[src/rtl/pcs_pkg.sv]
// Package: shared constants and the flag-to-bit map of the status word.
// Assumes a 16-bit status word split into two byte lanes.
package pcs_pkg;

    localparam int unsigned NUM_FLAGS = 6;
    localparam int unsigned LANE_W    = 8;

    // Fixed read value: bits 10:9 = 01 (medium decode), bit 4 = 1 (capabilities list).
    localparam logic [15:0] FIXED_VAL = 16'h0210;

    typedef logic [NUM_FLAGS-1:0] flag_vec_t;

    // Flag index to status bit position; the order of indices is the project's own.
    function automatic int unsigned flag_pos(input int unsigned idx);
        case (idx)
            0:       return 8;   // master data parity error
            1:       return 11;  // target abort signaled
            2:       return 12;  // target abort received
            3:       return 13;  // master abort issued
            4:       return 14;  // system error driven
            default: return 15;  // parity error detected
        endcase
    endfunction

endpackage

[src/rtl/pcs_mdpe_qual.sv]
// Module: qualifies the master data parity error event.
// Assumes all inputs are sampled in the same cycle as the failing data phase.
module pcs_mdpe_qual (
    input  logic perr_drove_rd,
    input  logic perr_seen_wr,
    input  logic was_bus_master,
    input  logic perr_resp_en,
    output logic mdpe_evt
);

    // Purpose: raise the event only when the error, mastership and enable coincide.
    always_comb begin
        mdpe_evt = (perr_drove_rd | perr_seen_wr) & was_bus_master & perr_resp_en;
    end

endmodule

[src/rtl/pcs_clear_merge.sv]
// Module: turns the byte-enabled write-one-to-clear writes of several ports
// into one clear vector per flag, ORing the ports together.
// Assumes STAT_W is a multiple of the lane width.
module pcs_clear_merge
    import pcs_pkg::*;
#(
    parameter int unsigned STAT_W    = 16,
    parameter int unsigned NUM_PORTS = 2,
    localparam int unsigned BE_W     = STAT_W / LANE_W
) (
    input  logic [NUM_PORTS-1:0]        wr_en,
    input  logic [NUM_PORTS*BE_W-1:0]   wr_be,
    input  logic [NUM_PORTS*STAT_W-1:0] wr_data,
    output flag_vec_t                   clr_vec
);

    logic [NUM_PORTS-1:0][NUM_FLAGS-1:0] port_clr;

    for (genvar p = 0; p < NUM_PORTS; p++) begin : g_port
        for (genvar f = 0; f < NUM_FLAGS; f++) begin : g_flag
            localparam int unsigned POS  = flag_pos(f);
            localparam int unsigned LANE = POS / LANE_W;
            // Purpose: this port clears flag f when its lane is enabled and the data bit is 1.
            always_comb begin
                port_clr[p][f] = wr_en[p] & wr_be[p*BE_W + LANE] & wr_data[p*STAT_W + POS];
            end
        end
    end

    // Purpose: union of all ports' clear requests.
    always_comb begin
        clr_vec = '0;
        for (int p = 0; p < NUM_PORTS; p++) begin
            clr_vec = clr_vec | port_clr[p];
        end
    end

endmodule

[src/rtl/pcs_flag_bank.sv]
// Module: the sticky event flags. A set beats a clear in the same cycle, and
// host mode blocks every set.
// Assumes set and clear vectors are valid one cycle before the edge that samples them.
module pcs_flag_bank
    import pcs_pkg::*;
(
    input  logic      clk,
    input  logic      rst_n,
    input  logic      host_mode,
    input  flag_vec_t set_vec,
    input  flag_vec_t clr_vec,
    output flag_vec_t flags_q
);

    for (genvar f = 0; f < NUM_FLAGS; f++) begin : g_flag
        // Purpose: hold one flag; reset, then clear, then qualified set on top.
        always_ff @(posedge clk) begin
            if (!rst_n) begin
                flags_q[f] <= 1'b0;
            end else begin
                flags_q[f] <= (flags_q[f] & ~clr_vec[f]) | (set_vec[f] & ~host_mode);
            end
        end


        set_wins_chk: assert property (@(posedge clk) disable iff (!rst_n)
            (set_vec[f] && !host_mode) |=> flags_q[f]);


        host_block_chk: assert property (@(posedge clk) disable iff (!rst_n)
            (host_mode && !flags_q[f]) |=> !flags_q[f]);


        clear_takes_chk: assert property (@(posedge clk) disable iff (!rst_n)
            (clr_vec[f] && !(set_vec[f] && !host_mode)) |=> !flags_q[f]);


        flag_hold_chk: assert property (@(posedge clk) disable iff (!rst_n)
            (!set_vec[f] && !clr_vec[f]) |=> $stable(flags_q[f]));
    end

endmodule

[src/rtl/pci_cfg_status_reg.sv]
// Module: PCI configuration status word. Collects event strobes into sticky
// flags, merges two write-one-to-clear ports, and overlays the fixed fields.
// Assumes single-cycle strobes and a synchronous active-low reset.
module pci_cfg_status_reg
    import pcs_pkg::*;
#(
    parameter int unsigned STAT_W = 16,
    localparam int unsigned BE_W  = STAT_W / LANE_W
) (
    input  logic              clk,
    input  logic              rst_n,
    input  logic              host_mode,
    input  logic              perr_resp_en,
    input  logic              parity_err_evt,
    input  logic              serr_drive_evt,
    input  logic              mst_abort_evt,
    input  logic              mst_tabort_rcv_evt,
    input  logic              tgt_abort_sig_evt,
    input  logic              perr_drove_rd,
    input  logic              perr_seen_wr,
    input  logic              was_bus_master,
    input  logic              ib_wr_en,
    input  logic [BE_W-1:0]   ib_wr_be,
    input  logic [STAT_W-1:0] ib_wr_data,
    input  logic              pc_wr_en,
    input  logic [BE_W-1:0]   pc_wr_be,
    input  logic [STAT_W-1:0] pc_wr_data,
    output logic [STAT_W-1:0] status_q
);

    logic      mdpe_evt;
    flag_vec_t set_vec;
    flag_vec_t clr_vec;
    flag_vec_t flags_q;

    pcs_mdpe_qual u_mdpe (
        .perr_drove_rd  (perr_drove_rd),
        .perr_seen_wr   (perr_seen_wr),
        .was_bus_master (was_bus_master),
        .perr_resp_en   (perr_resp_en),
        .mdpe_evt       (mdpe_evt)
    );

    // Purpose: order the event strobes by flag index.
    always_comb begin
        set_vec = {parity_err_evt, serr_drive_evt, mst_abort_evt,
                   mst_tabort_rcv_evt, tgt_abort_sig_evt, mdpe_evt};
    end

    pcs_clear_merge #(
        .STAT_W    (STAT_W),
        .NUM_PORTS (2)
    ) u_clr (
        .wr_en   ({pc_wr_en, ib_wr_en}),
        .wr_be   ({pc_wr_be, ib_wr_be}),
        .wr_data ({pc_wr_data, ib_wr_data}),
        .clr_vec (clr_vec)
    );

    pcs_flag_bank u_bank (
        .clk       (clk),
        .rst_n     (rst_n),
        .host_mode (host_mode),
        .set_vec   (set_vec),
        .clr_vec   (clr_vec),
        .flags_q   (flags_q)
    );

    // Purpose: place the flags over the fixed capability fields.
    always_comb begin
        status_q = STAT_W'(FIXED_VAL);
        for (int unsigned f = 0; f < NUM_FLAGS; f++) begin
            status_q[flag_pos(f)] = flags_q[f];
        end
    end


    fixed_field_chk: assert property (@(posedge clk) disable iff (!rst_n)
        (status_q[10:9] == 2'b01) && status_q[4] && (status_q[7:5] == 3'b000)
        && (status_q[3:0] == 4'h0));


    mdpe_qual_chk: assert property (@(posedge clk) disable iff (!rst_n)
        $rose(status_q[8]) |-> $past(perr_resp_en && was_bus_master && !host_mode
                                     && (perr_drove_rd || perr_seen_wr)));

endmodule

[config.mk]
export PLATFORM = sky130hd
export DESIGN_NAME = pci_cfg_status_reg
export DESIGN_NICKNAME = d
export VERILOG_FILES = /design/src/rtl/pcs_pkg.sv /design/src/rtl/pcs_mdpe_qual.sv /design/src/rtl/pcs_clear_merge.sv /design/src/rtl/pcs_flag_bank.sv /design/src/rtl/pci_cfg_status_reg.sv
export SDC_FILE = /design/constraint.sdc
export NUM_CORES = 1
export LEC_CHECK = 0
export ABC_CLOCK_PERIOD_IN_PS = 800
export BUFFER_PORTS_ARGS = -buffer_cell sky130_fd_sc_hd__clkbuf_2
export CORE_UTILIZATION = 22
export DETAILED_ROUTE_END_ITERATION = 16
export GPL_TIMING_DRIVEN = 0
export PLACE_DENSITY_LB_ADDON = 0.05
export SLEW_MARGIN = 20
export SYNTH_ARGS = -nofsm -noshare
export SYNTH_HDL_FRONTEND = slang
export SYNTH_SLANG_ARGS = --single-unit
[constraint.sdc]
create_clock -name clk -period 0.8 [get_ports clk]
set_input_delay 0.12 -clock clk [delete_from_list [all_inputs] [get_ports clk]]
set_output_delay 0.12 -clock clk [all_outputs]
set_load 0.02 [all_outputs]
==> out/results.ini <==
[outcome]
status=finished, violations left
failed_checks=negative setup slack

[worst_setup_path]
worst-path-max-fanout=2
path_cells=buf_8
critical-path-max-stage-delay_ps=340
cp_top_family=flip-flops
worst_endpoint_data_arrival_time_ps=690
worstPathRequired_ps=680
critPathSlowestCell=dfxtp_2
endpoint_kind=output pin
startpoint_type_of_the_worst_setup_path=flop
timing_worst_setup_path_type=reg -> out
critical_path_buf_inv_count=1

[placed_design]
place_congestion=0.614
portBuffers=33
place_area_um2=572

[cts]
clkLatencyLatePin_ps=240
cts_tree=yes
post_cts_resized=16
ctsHtreeMaxLevel=1
cts-buffers-inserted=3
hold_buffers=0
worst_path_clk_slew_ps=40
clockRootBuffer=clkbuf_4
cts_sinks=6
cts.path.max_buffers=2
cts_post_setup_buffers_inserted=0

[die]
design.core.area_um2=1510
die_w_um=42.2
initial_utilization_pct=23.6
io-pin-count=66
fp.dieArea_um2=1780
rows=14
chipHeight_um=42.2

[detailed_routing]
ant_nets=0
postRouteWirelength_um=946
route.detailed.drc=0
detailedRoute.firstIterationViolations=4
routed-via-count=404
drt_pre_antenna_iters=2
routedWlPerCell_um=9.75
via_per_inst=4.16

[cells_and_area]
regMostFlops=u_bank.flags_q
post_route_cells_drive_above_1_share_pct=67.9
antennaDiodeCount=0
largest_reg_flops=6
reg.largest.list=u_bank.flags_q: 6 flops
design.final.nets=133
most_common_cell_after_layout_fill_and_taps_aside=clkbuf_2
final_cell_mix=27 x clkbuf_2, 10 x buf_4, 10 x conb_1, 6 x buf_8, 6 x dfxtp_2
layout-area-overhead-vs-synth_pct=85.9
nFillCells=173
finish.instance_area_um2=661
multiInputGateArea_um2=174
register_area_um2=128

[logic_synthesis]
post_synth_inst_count=37
netlist-cell-type-count=13
yosysWarnings=0
postSynthRegisterBits=6
netlist_area_um2=355
synth.avg_cell_area_um2=9.60
yosysSeqAreaShare_pct=33.8

[timing]
final_worst_path_period_share_pct=102
hold_violations=0
fmax_mhz=1230
setup_repair_after_global_routing_missed_its_margin=true
fin_skew_ps=0
worst_setup_slack_after_layout_ps=-14.7
slew_viol_final=0
report.final.setup_viol=5
fin_setup_tns_ps=-35.1
finalCriticalPeriod_ps=815

[power_and_ir_drop]
power.density_nw_per_um2=1380
p_leak_uw=0.000359
worst_ir_drop_vdd_uv=700

[global_routing]
grt_max_degree=8
overflow=0
grtUsageTotal_pct=11.1
first_global_vias=367
grt_antenna_before_repair=0
grt_pass1_wl_um=1520

[min_path]
holdCritPathClass=in -> reg

[run]
maxCapViolations=0

synth_stat cells:
cell type / number / area (um2)
conb_1: 2 / 7.51
buf_6: 1 / 11.3
o2111ai_1: 1 / 8.76
nand2_1: 2 / 7.51
a32o_1: 5 / 50.1
and2_1: 1 / 6.26
and2b_1: 1 / 7.51
a22oi_1: 5 / 37.5
buf_4: 10 / 75.1
dfxtp_1: 6 / 120
a221o_1: 1 / 10.0
and2_4: 1 / 8.76
buf_2: 1 / 5.00
where the power goes:
| part | switching (uW) | internal, uW |
|---|---|---|
| clock | 101 | 169 |
| combinational | 129 | 165 |
| sequential | 18.8 | 326 |
routing by layer:
layer	global-route usage, %	part of all wire [%]	vias to the layer above
li1	-	-	206
met4	5.63	0	0
met2	17.5	45	28
met1	14.1	42	170
met3	2.59	13	0
met5	0	0	-
layout make-up:
type	count	share of cell area, %
sequential	6	19.3
buffer	12	13.8
clock buffer	3	3.41
timing repair buffer	33	34.1
multi-input combinational	27	26.3
tap	16	3.03
worst paths after layout:
check / startpoint / endpoint / slack [ps] / cells after the start
min: serr_drive_evt / u_bank.flags_q[4] / 100 / 2
min reg2reg: u_bank.flags_q[3] / u_bank.flags_q[3] / 510 / 1
max: u_bank.flags_q[5] / status_q[15] / -10 / 1
max reg2reg: u_bank.flags_q[0] / u_bank.flags_q[0] / 40 / 3
per-stage QoR:
| step | hold WS (ps) | util [%] | total power (uW) | cells | setup WS [ps] |
|---|---|---|---|---|---|
| 3_3_place_gp | 338 | 38.0 | 590 | 94 | -119 |
| 4_1_cts | 86.3 | 43.4 | 912 | 97 | -38.4 |
| 2_1_floorplan | 246 | - | 494 | 45 | 20.8 |
| 5_1_grt | 94.4 | 43.9 | 966 | 97 | -50.1 |
| 6_report | 95.1 | 43.9 | 909 | 97 | -14.7 |
| 3_5_place_dp | 338 | 38.0 | 591 | 94 | -123 |
kinds of logic (layout without fill, tap and decap cells):
| kind of cell | after synthesis | in the layout | share of synthesized area [%] |
|---|---|---|---|
| and+or+nand+nor | 5 | 5 | 8.45 |
| DFF | 6 | 6 | 33.8 |
| AOI/OAI and AO/OA | 12 | 12 | 29.9 |
| buffers and inverters | 12 | 48 | 25.7 |
| other | 2 | 10 | 2.11 |
Note: power is estimated with default switching activity, not from simulation.
